==> src/rtl/cas_pkg.sv <==
package cas_pkg;
  localparam int unsigned MODE_W      = 3;
  localparam int unsigned MODE_IO_BIT = 2;

  typedef enum logic [2:0] {
    SEL_MODE = 3'd0,
    SEL_TGT  = 3'd1,
    SEL_MASK = 3'd2,
    SEL_CMP  = 3'd3,
    SEL_SWAP = 3'd4
  } cfg_sel_e;

  typedef enum logic [1:0] {
    KIND_OFF  = 2'd0,
    KIND_RMW  = 2'd1,
    KIND_HOLD = 2'd2,
    KIND_RSVD = 2'd3
  } cyc_kind_e;

  typedef enum logic [1:0] {
    ST_IDLE,
    ST_RD,
    ST_WB,
    ST_RESP
  } seq_state_e;
endpackage

==> src/rtl/cas_cfg_regs.sv <==
module cas_cfg_regs
  import cas_pkg::*;
#(
  parameter int unsigned AW  = 32,
  parameter int unsigned DW  = 32,
  parameter int unsigned LSB = 2
) (
  input  logic                clk_i,
  input  logic                rst_ni,
  input  logic                we_i,
  input  logic [2:0]          sel_i,
  input  logic [DW-1:0]       wdata_i,
  output cyc_kind_e           kind_o,
  output logic                io_o,
  output logic [AW-LSB-1:0]   tgt_word_o,
  output logic [DW-1:0]       mask_o,
  output logic [DW-1:0]       cmp_o,
  output logic [DW-1:0]       swp_o
);
  logic [MODE_W-1:0] mode_q;
  logic [AW-LSB-1:0] tgt_q;
  logic [DW-1:0]     mask_q, cmp_q, swp_q;

  always_ff @(posedge clk_i or negedge rst_ni) begin
    if (!rst_ni) begin
      mode_q <= '0;
      tgt_q  <= '0;
      mask_q <= '0;
      cmp_q  <= '0;
      swp_q  <= '0;
    end else if (we_i) begin
      unique case (cfg_sel_e'(sel_i))
        SEL_MODE: mode_q <= wdata_i[MODE_W-1:0];
        SEL_TGT:  tgt_q  <= wdata_i[AW-1:LSB];  // word aligned by storage
        SEL_MASK: mask_q <= wdata_i;
        SEL_CMP:  cmp_q  <= wdata_i;
        SEL_SWAP: swp_q  <= wdata_i;
        default:  ;
      endcase
    end
  end

  assign kind_o     = cyc_kind_e'(mode_q[1:0]);
  assign io_o       = mode_q[MODE_IO_BIT];
  assign tgt_word_o = tgt_q;
  assign mask_o     = mask_q;
  assign cmp_o      = cmp_q;
  assign swp_o      = swp_q;
endmodule

==> src/rtl/cas_match.sv <==
module cas_match
  import cas_pkg::*;
#(
  parameter int unsigned AW  = 32,
  parameter int unsigned LSB = 2
) (
  input  cyc_kind_e         kind_i,
  input  logic              io_i,
  input  logic [AW-LSB-1:0] tgt_word_i,
  input  logic              loc_we_i,
  input  logic              loc_io_i,
  input  logic [AW-LSB-1:0] loc_word_i,
  output logic              rmw_o,
  output logic              lock_o
);
  logic hit;

  always_comb begin
    hit    = (loc_word_i == tgt_word_i) && (loc_io_i == io_i);
    rmw_o  = hit && (kind_i == KIND_RMW) && !loc_we_i;
    lock_o = rmw_o || (hit && (kind_i == KIND_HOLD));
  end
endmodule

==> src/rtl/cas_merge.sv <==
module cas_merge #(
  parameter int unsigned DW = 32
) (
  input  logic [DW-1:0] rd_i,
  input  logic [DW-1:0] mask_i,
  input  logic [DW-1:0] cmp_i,
  input  logic [DW-1:0] swp_i,
  output logic          hit_o,
  output logic [DW-1:0] wb_o
);
  always_comb begin
    hit_o = ~|((rd_i ^ cmp_i) & mask_i);
    wb_o  = (rd_i & ~mask_i) | (swp_i & mask_i);
  end
endmodule

==> src/rtl/cas_seq.sv <==
module cas_seq
  import cas_pkg::*;
#(
  parameter int unsigned AW = 32,
  parameter int unsigned DW = 32
) (
  input  logic          clk_i,
  input  logic          rst_ni,
  input  logic          loc_req_i,
  input  logic          loc_we_i,
  input  logic          loc_io_i,
  input  logic [AW-1:0] loc_addr_i,
  input  logic [DW-1:0] loc_wdata_i,
  input  logic          rmw_i,
  input  logic          lock_i,
  input  logic          hit_i,
  input  logic [DW-1:0] wb_data_i,
  output logic          loc_ack_o,
  output logic [DW-1:0] loc_rdata_o,
  output logic          loc_err_o,
  output logic          rem_req_o,
  output logic          rem_we_o,
  output logic          rem_io_o,
  output logic          rem_lock_o,
  output logic [AW-1:0] rem_addr_o,
  output logic [DW-1:0] rem_wdata_o,
  input  logic          rem_ack_i,
  input  logic          rem_err_i,
  input  logic [DW-1:0] rem_rdata_i
);
  seq_state_e    state_q;
  logic          we_q, io_q, rmw_q, lock_q, err_q;
  logic [AW-1:0] addr_q;
  logic [DW-1:0] wdata_q, rdata_q;

  always_ff @(posedge clk_i or negedge rst_ni) begin
    if (!rst_ni) begin
      state_q <= ST_IDLE;
      we_q    <= 1'b0;
      io_q    <= 1'b0;
      rmw_q   <= 1'b0;
      lock_q  <= 1'b0;
      err_q   <= 1'b0;
      addr_q  <= '0;
      wdata_q <= '0;
      rdata_q <= '0;
    end else begin
      unique case (state_q)
        ST_IDLE: if (loc_req_i) begin
          state_q <= ST_RD;
          we_q    <= loc_we_i;
          io_q    <= loc_io_i;
          addr_q  <= loc_addr_i;
          wdata_q <= loc_wdata_i;
          rmw_q   <= rmw_i;
          lock_q  <= lock_i;
          err_q   <= 1'b0;
        end
        ST_RD: if (rem_ack_i) begin
          rdata_q <= rem_rdata_i;
          if (rem_err_i) begin
            err_q   <= 1'b1;
            state_q <= ST_RESP;
          end else if (rmw_q && hit_i) begin
            we_q    <= 1'b1;
            wdata_q <= wb_data_i;  // merge captured at read completion
            state_q <= ST_WB;
          end else begin
            state_q <= ST_RESP;
          end
        end
        ST_WB: if (rem_ack_i) begin
          err_q   <= rem_err_i;
          state_q <= ST_RESP;
        end
        ST_RESP: state_q <= ST_IDLE;
        default: state_q <= ST_IDLE;
      endcase
    end
  end

  assign rem_req_o   = (state_q == ST_RD) || (state_q == ST_WB);
  assign rem_we_o    = we_q;
  assign rem_io_o    = io_q;
  assign rem_addr_o  = addr_q;
  assign rem_wdata_o = wdata_q;
  assign rem_lock_o  = lock_q && rem_req_o;
  assign loc_ack_o   = (state_q == ST_RESP);
  assign loc_rdata_o = rdata_q;
  assign loc_err_o   = err_q && loc_ack_o;
endmodule

==> src/rtl/cas_cycle_unit.sv <==
module cas_cycle_unit
  import cas_pkg::*;
#(
  parameter int unsigned AW = 32,
  parameter int unsigned DW = 32
) (
  input  logic          clk_i,
  input  logic          rst_ni,
  input  logic          cfg_we_i,
  input  logic [2:0]    cfg_sel_i,
  input  logic [DW-1:0] cfg_wdata_i,
  input  logic          loc_req_i,
  input  logic          loc_we_i,
  input  logic          loc_io_i,
  input  logic [AW-1:0] loc_addr_i,
  input  logic [DW-1:0] loc_wdata_i,
  output logic          loc_ack_o,
  output logic [DW-1:0] loc_rdata_o,
  output logic          loc_err_o,
  output logic          rem_req_o,
  output logic          rem_we_o,
  output logic          rem_io_o,
  output logic          rem_lock_o,
  output logic [AW-1:0] rem_addr_o,
  output logic [DW-1:0] rem_wdata_o,
  input  logic          rem_ack_i,
  input  logic          rem_err_i,
  input  logic [DW-1:0] rem_rdata_i
);
  localparam int unsigned LSB = $clog2(DW / 8);

  cyc_kind_e         kind;
  logic              sp_io, rmw, lock, hit;
  logic [AW-LSB-1:0] tgt_word;
  logic [DW-1:0]     mask, cmp, swp, wb_data;

  cas_cfg_regs #(.AW(AW), .DW(DW), .LSB(LSB)) u_cfg (
    .clk_i      (clk_i),
    .rst_ni     (rst_ni),
    .we_i       (cfg_we_i),
    .sel_i      (cfg_sel_i),
    .wdata_i    (cfg_wdata_i),
    .kind_o     (kind),
    .io_o       (sp_io),
    .tgt_word_o (tgt_word),
    .mask_o     (mask),
    .cmp_o      (cmp),
    .swp_o      (swp)
  );

  cas_match #(.AW(AW), .LSB(LSB)) u_match (
    .kind_i     (kind),
    .io_i       (sp_io),
    .tgt_word_i (tgt_word),
    .loc_we_i   (loc_we_i),
    .loc_io_i   (loc_io_i),
    .loc_word_i (loc_addr_i[AW-1:LSB]),
    .rmw_o      (rmw),
    .lock_o     (lock)
  );

  cas_merge #(.DW(DW)) u_merge (
    .rd_i   (rem_rdata_i),
    .mask_i (mask),
    .cmp_i  (cmp),
    .swp_i  (swp),
    .hit_o  (hit),
    .wb_o   (wb_data)
  );

  cas_seq #(.AW(AW), .DW(DW)) u_seq (
    .clk_i       (clk_i),
    .rst_ni      (rst_ni),
    .loc_req_i   (loc_req_i),
    .loc_we_i    (loc_we_i),
    .loc_io_i    (loc_io_i),
    .loc_addr_i  (loc_addr_i),
    .loc_wdata_i (loc_wdata_i),
    .rmw_i       (rmw),
    .lock_i      (lock),
    .hit_i       (hit),
    .wb_data_i   (wb_data),
    .loc_ack_o   (loc_ack_o),
    .loc_rdata_o (loc_rdata_o),
    .loc_err_o   (loc_err_o),
    .rem_req_o   (rem_req_o),
    .rem_we_o    (rem_we_o),
    .rem_io_o    (rem_io_o),
    .rem_lock_o  (rem_lock_o),
    .rem_addr_o  (rem_addr_o),
    .rem_wdata_o (rem_wdata_o),
    .rem_ack_i   (rem_ack_i),
    .rem_err_i   (rem_err_i),
    .rem_rdata_i (rem_rdata_i)
  );
endmodule

==> config.mk <==
export PLATFORM = sky130hd
export DESIGN_NAME = cas_cycle_unit
export DESIGN_NICKNAME = d
export VERILOG_FILES = /design/src/rtl/cas_pkg.sv /design/src/rtl/cas_cfg_regs.sv /design/src/rtl/cas_match.sv /design/src/rtl/cas_merge.sv /design/src/rtl/cas_seq.sv /design/src/rtl/cas_cycle_unit.sv
export SDC_FILE = /design/constraint.sdc
export NUM_CORES = 1
export LEC_CHECK = 0
export BUFFER_PORTS_ARGS = -buffer_cell sky130_fd_sc_hd__buf_2
export CORE_ASPECT_RATIO = 1.1
export CORE_MARGIN = 4
export CORE_UTILIZATION = 50
export CTS_BUF_LIST = sky130_fd_sc_hd__clkbuf_4 sky130_fd_sc_hd__clkbuf_8
export CTS_CLUSTER_SIZE = 20
export DETAILED_ROUTE_END_ITERATION = 8
export PLACE_DENSITY = 0.75
export SETUP_SLACK_MARGIN = 0.2
export SYNTH_ARGS = -nofsm -noshare
export SYNTH_HDL_FRONTEND = slang
export SYNTH_SLANG_ARGS = --single-unit
export TNS_END_PERCENT = 30
==> constraint.sdc <==
create_clock -name clk_i -period 1.82 [get_ports clk_i]
set_input_delay 0.364 -clock clk_i [delete_from_list [all_inputs] [get_ports clk_i]]
set_output_delay 0.364 -clock clk_i [all_outputs]
set_load 0.05 [all_outputs]
==> results of run 1 <==
-- through the flow --
stage	hold WS (ps)	TNS [ps]	cells	total power [mW]
floorplan	68.41	-155.6	912	16.40
global placement	334.1	-16810	1459	19.31
detailed placement	327.8	-16630	1459	19.63
CTS	32.67	-10190	1535	24.87
global route	56.95	-13010	1539	26.40
finish	65.41	-10240	1539	25.01
-- registers in the layout, indices dropped and copies added, names as in the netlist, 2 cells and up --
name and count:
u_seq.state_q 2, u_cfg.mode_q 3, u_seq.loc_rdata_o 32, u_cfg.swp_o 32, u_cfg.mask_o 32, u_seq.rem_addr_o 32, u_seq.rem_wdata_o 32, u_cfg.cmp_o 32
u_cfg.tgt_word_o 30
-- cell usage in the layout, fill, tap and decap left out, types with 3 or more instances in the layout --
cell      Yosys  final
inv_1         7      5
buf_8         3      3
and2_1       34     32
nor4_1        7      5
nor2_1       37     36
xor2_1       55     55
buf_2        13    224
a221oi_2     30     32
clkinv_2      0      7
buf_12        0     17
buf_6         4      4
xnor2_1       8      8
buf_4         0     52
clkbuf_8      0     46
a22oi_1      14     14
mux2i_1      64     63
ha_4          0      3
nor3_1       36     35
mux2_1      120    120
dfrtp_1     232    232
clkbuf_4      0     26
nand4_1       6      6
o211ai_1     32     32
mux2_2       74     53
nand2_1      70     68
mux2_4        0     21
-- power by group --
group          switching [mW]  internal [mW]  leakage, nW
combinational            7.69           4.63         3.43
clock                    2.12           2.62        0.432
sequential               1.09           6.85         2.71
-- repair_timing --
action	in CTS	in global routing
hold buffers	1	0
setup endpoints to repair	75	118
buffers inserted	4	2
cloned	1	2
resized for setup	47	24
pin swaps	13	13
hold endpoints to repair	48	0
-- cell families after synthesis --
family          share of synthesized area [%]
fa+ha+maj                              0.4375
compound gates                          8.049
xor+xnor                                4.823
mux                                     24.69
simple gates                            8.585
buf+inv                                 2.668
flops                                   50.74
-- layer usage --
layer / up-vias / GRT usage (%)
met4: 4 / 7.232
met2: 276 / 40.74
met1: 4209 / 32.80
met5: - / 0
met3: 57 / 5.113
li1: 3899 / -
-- path summary, 6_finish.rpt --
kind	to	slack, ps	cells after the start
worst max-delay path	u_seq.rem_wdata_o[22]	-330	8
worst min-delay path	u_seq.rem_addr_o[0]	70	2
worst max register to register	u_seq.rem_wdata_o[22]	-330	8
worst min register to register	u_cfg.swp_o[4]	480	1
max in group asynchronous	u_seq.loc_rdata_o[16]	790	3
min in group asynchronous	u_seq.rem_wdata_o[6]	350	2
-- area by class of cell --
cell class                 instances  area, um2
sequential                       232       5806
timing repair buffer             315       2112
clock buffer                      61      745.7
tap                              295      369.1
multi-input combinational        620       5572
fill                            1740       7641
inverter                           7      26.28
clock inverter                     9      51.30
==> flow_summary.yaml, run 1 <==
worst_setup_path:
  crit_arrival_ps: 2550
  critPathTopFamily: "compound AO/OA/AOI/OAI gates"
  crit_start: "u_cfg.cmp_o[16]"
  endpoint_kind: "flip-flop"
  crit_path_start_kind: "flip-flop"
  critPathBufInv: 3
  cp_cell_sequence: "xor2_1 > a222oi_1 > inv_1 > nor3_4 > buf_4 > buf_12 > mux2i_1 > nand2_1"
  required_ps: 2220
  worstPathMaxFanout: 9
  criticalPathCategory: "reg -> reg"
  r2r-start: "u_cfg.cmp_o[16]"
  slowest_delay_ps: 520
  cp_slowest_cell: "a222oi_1"
timing:
  fin_skew_ps: 16.59
  rsz0062_at_grt: "yes"
  slew_violations: 0
  post-route-min-period_ps: 2145
  max_freq_mhz: 466.1
  slew_headroom_pct: 65.93
  fin_crit_sh_pct: 117.9
  fin_ws_ps: -325.4
  worst-slew-pin-transition_ps: 511.0
  finalSetupViolCount: 37
  finalHoldViolations: 0
pwr:
  p_per_area_nw_per_um2: 1703
  leakage_nw: 6.571
  ir_drop_v: 0.001128
logic_synthesis:
  postSynthRegisterBits: 232
  postSynthCellCount: 912
  ys_top_cells_by_area: "dfrtp_1 51%, mux2_1 12%, mux2_2 7.3%"
  synth_edf_count: 0
  yosys_warnings: 0
  syn_nets: 1055
  synth_commonest_cells: "232 x dfrtp_1, 120 x mux2_1, 74 x mux2_2"
  yosysMostFrequentCell: "dfrtp_1"
  avgSynthCellArea_um2: 12.54
  ys_seq_area_share_pct: 50.74
  synth_top_area_share_pct: 50.74
  async_flop_share_pct: 100.0
  synth-main-ff-cell: "dfrtp_1"
  syn-cell-area_um2: 11440
  netlist-cell-type-count: 44
  synth_top_area_cell: "dfrtp_1"
cells_and_area:
  n_antenna_cell: 0
  fin_nets: 1359
  final_core_util_pct: 65.77
  final_area_um2: 14680
  drive_gt1_share_pct: 41.32
  syn_to_final_growth_pct: 28.32
floorplanning:
  die_height_um: 166.7
  initial_utilization_pct: 51.25
  die_w_um: 152.2
  num_rows: 57
  fp.coreArea_um2: 22320
  ios: 241
  die_area_um2: 25370
cts:
  clkTransAtPathRegs_ps: 60
  clock_latency_ps: 530
  cts_buffers: 40
  h-tree-depth: 2
  cts_tree: "yes"
  clock_sinks: 232
  clock_path_buffers: 3
  cts-root-buf: "clkbuf_8"
global_route:
  grt_pass1_wl_mm: 49.78
  antenna_found_initial: 2
  grt_usage_pct: 24.56
  overflow: 0
  grt_max_degree: 62
  grt_pass1_vias: 9012
placement:
  gp_congestion: 0.8386
  hpwlAfterDp_mm: 22.53
  pre_cts_ws_ps: -424.0
  place.port_buffers: 240
  placed_cell_area_um2: 13500
routing:
  ant_nets: 0
  top_layer: "met5"
  dr.pass1.iters: 5
  drt_iter0_markers: 361
  met1_length_mm: 13.52
  routed_via_density: 5.487
  avgRoutedWirePerCell_um: 20.54
  routed_wl_mm: 31.61
  met3WireLength_mm: 1.887
  wl_met2_mm: 15.41
  vias: 8445
  drc: 0
hold_path:
  min_from: "loc_addr_i[0]"
  hp-class: "in -> reg"
status:
  status: "finished, violations left"
  violations: "negative setup slack"
run:
  cap_violations: 0
No activity file was read; power rests on OpenSTA's default activity.
==> run 2, diff against run 1 <==
Settings changed: ABC_AREA set to 1, SYNTH_HIERARCHICAL set to 1.
==> run 2 against run 1 <==
  * The flow still finishes with violations (negative setup slack)
  * Setup slack better by 120 ps
  * Cell area is 3.0% lower
  * Non-clock buffer count is 9 higher
  * Final cell count is 26% higher
  * Highest routed layer unchanged
  * Critical path type unchanged
  * Largest power group unchanged
  * Via count is 18% higher
==> flow_summary.yaml, run 2 <==
status:
  status: "finished, violations left"
  violations: "negative setup slack"
worst_setup_path:
  endpoint_kind: "flip-flop"
  reg2regPathDepth: 13
  criticalPathCategory: "reg -> reg"
  worstPathMaxFanout: 16
  r2r-start: "u_cfg/cmp_o[23]"
  required_ps: 2240
  crit_arrival_ps: 2450
  r2r_setup_slack_ps: -210
  crit_path_start_kind: "flip-flop"
  reg2reg_to: "u_seq/rem_wdata_o[26]"
logic_synthesis:
  postSynthRegisterBits: 232
  async_flop_share_pct: 100.0
  synth_commonest_cells: "598 x nand2_1, 232 x dfrtp_1, 148 x nand3_1"
  synth_xor_area_share_pct: 2.131
  synth_compound_area_share_pct: 1.049
  syn_nets: 1457
  synth_edf_count: 0
  postSynthCellCount: 1312
  avgSynthCellArea_um2: 8.457
  yosysMostFrequentCell: "nand2_1"
  ys_seq_area_share_pct: 52.32
  synth-main-ff-cell: "dfrtp_1"
  synth_top_area_cell: "dfrtp_1"
  ys_top_cells_by_area: "dfrtp_1 52%, nand2_1 20%, mux2_2 6.8%"
  syn-cell-area_um2: 11100
  netlist-cell-type-count: 30
  synth_top_family_by_area: "simple AND/OR/NAND/NOR gates"
  synthAdderAreaFrac_pct: 0.6766
  synth_top_area_share_pct: 52.32
  yosys_warnings: 6
  synthMuxAreaShare_pct: 8.525
  yosys.area_share.simple_pct: 30.07
cells_and_area:
  layout_common_cells: "586 x nand2_1, 234 x buf_2, 231 x dfrtp_1"
  fin_nets: 1768
  syn_to_final_growth_pct: 28.29
  drive_gt1_share_pct: 31.39
  instances_no_fill: 1944
  final_common_cell: "nand2_1"
  final_area_um2: 14230
pwr:
  p_per_area_nw_per_um2: 1732
  ir_drop_v: 0.001294
  leakage_nw: 7.689
cts:
  h-tree-depth: 2
  cts_tree: "yes"
  clock_latency_ps: 540
  cts-root-buf: "clkbuf_8"
  clock_sinks: 232
  cts_buffers: 39
  clock_path_buffers: 3
  clkTransAtPathRegs_ps: 70
timing:
  slew_headroom_pct: 64.40
  finalSetupViolCount: 36
  slew_violations: 0
  worst-slew-pin-transition_ps: 534.0
  finalHoldViolations: 0
  fin_crit_sh_pct: 111.6
  post-route-min-period_ps: 2030
  fin_skew_ps: 26.81
  rsz0062_at_grt: "yes"
  max_freq_mhz: 492.5
  fin_ws_ps: -210.4
placement:
  placed_cell_area_um2: 13020
  hpwlAfterDp_mm: 23.08
  place.port_buffers: 240
  dp_cells: 1858
  gp_congestion: 0.8624
  pre_cts_ws_ps: -350.5
global_route:
  overflow: 0
  met2_usage_pct: 44.11
  grt_pass1_wl_mm: 51.50
  antenna_found_initial: 3
  grt_usage_pct: 26.77
  grt_max_degree: 58
  grtUsageMet1_pct: 35.20
  busiest_layer: "met2"
  met3_usage_pct: 5.850
  grt_pass1_vias: 9835
routing:
  avgRoutedWirePerCell_um: 17.04
  vias: 9948
  routed_wl_mm: 33.12
  dr.pass1.iters: 5
  drt_iter0_markers: 550
  drc: 0
  ant_nets: 0
  routed_via_density: 5.117
hold_path:
  holdPathEnd: "u_seq/rem_addr_o[0]"
  min_from: "loc_addr_i[0]"
  whs_path_depth: 2
  hp-class: "in -> reg"
floorplanning:
  fp.coreArea_um2: 21580
  initial_utilization_pct: 51.41
  num_rows: 56
  die_height_um: 164.2
  die_area_um2: 24640
  die_w_um: 150.0
  ios: 241
run:
  cap_violations: 0
[run 2: final cells by class]
class / instances / area, um2
diodes: 4 / 10.01
clock buffers: 62 / 778.2
well taps: 290 / 362.8
clock inverters: 6 / 55.05
multi-input cells: 964 / 4920
fillers: 1796 / 7346
repair buffers: 324 / 2063
flip-flops and latches: 232 / 5807
inverters: 62 / 239.0
[run 2: cells by family (layout without fill, tap and decap cells)]
kind of cell             Yosys count  count (layout)
flip-flops                       232             232
buffers and inverters            119             454
AND/OR/NAND/NOR                  822             825
other                              0               4
multiplexers                      84              84
AO/OA/AOI/OAI                     22              22
adder cells (fa/ha/maj)            6               6
XOR/XNOR                          27              27
[run 2: repair_timing]
| item | CTS | global route |
|---|---|---|
| setup endpoints to repair | 71 | 75 |
| buffers inserted | 9 | 1 |
| pin swaps | 10 | 6 |
| hold buffers | 1 | 0 |
| cloned | 3 | 0 |
| endpoints found under the hold margin | 50 | 0 |
| gates resized for setup | 48 | 16 |
[run 2: worst max-delay path, stage by stage, from the launching register on]
cell and delay, ps:
dfrtp_1 400, nor2_1 90, nor2_1 50, nor2_1 170, nand2_1 130, nor2_2 150, nand2_1 90, nor2_2 130
a21oi_2 100, nor2_4 110, buf_12 190, nand2_8 120, nand2_1 120, nand2_1 70
[run 2: power breakdown]
part	total [mW]	internal [mW]	leakage, nW	switching, mW
sequential	7.83	6.85	2.87	0.984
clock	4.93	2.85	0.448	2.09
combinational	11.9	3.72	4.37	8.17
[run 2: worst max-delay path by stage]
stage / startpoint / to
final: u_cfg/cmp_o[23] / u_seq/rem_wdata_o[26]
after detailed placement: rem_rdata_i[21] / u_seq/rem_wdata_o[23]
after floorplan: rem_rdata_i[20] / u_seq/rem_wdata_o[10]
after global routing: u_cfg/cmp_o[21] / u_seq/rem_wdata_o[26]
after CTS: u_seq/state_q[1] / rem_lock_o
after global placement: rem_rdata_i[21] / u_seq/rem_wdata_o[14]
[run 2: routing by layer]
metal	up-vias	wire (um)
met2	441	15820
met1	4649	13250
met5	-	34
met3	73	3035
met4	4	978
li1	4781	-
[run 2: per-stage QoR]
stage / hold WS [ps] / power [mW] / setup TNS [ps] / utilization [%]
floorplan: 68.41 / 15.79 / 0 / -
global placement: 356.7 / 18.36 / -8517 / 60.32
detailed placement: 346.2 / 18.62 / -10390 / 60.32
CTS: 30.54 / 24.54 / -2990 / 65.61
global route: 54.24 / 25.96 / -9091 / 65.93
finish: 59.43 / 24.65 / -5283 / 65.96
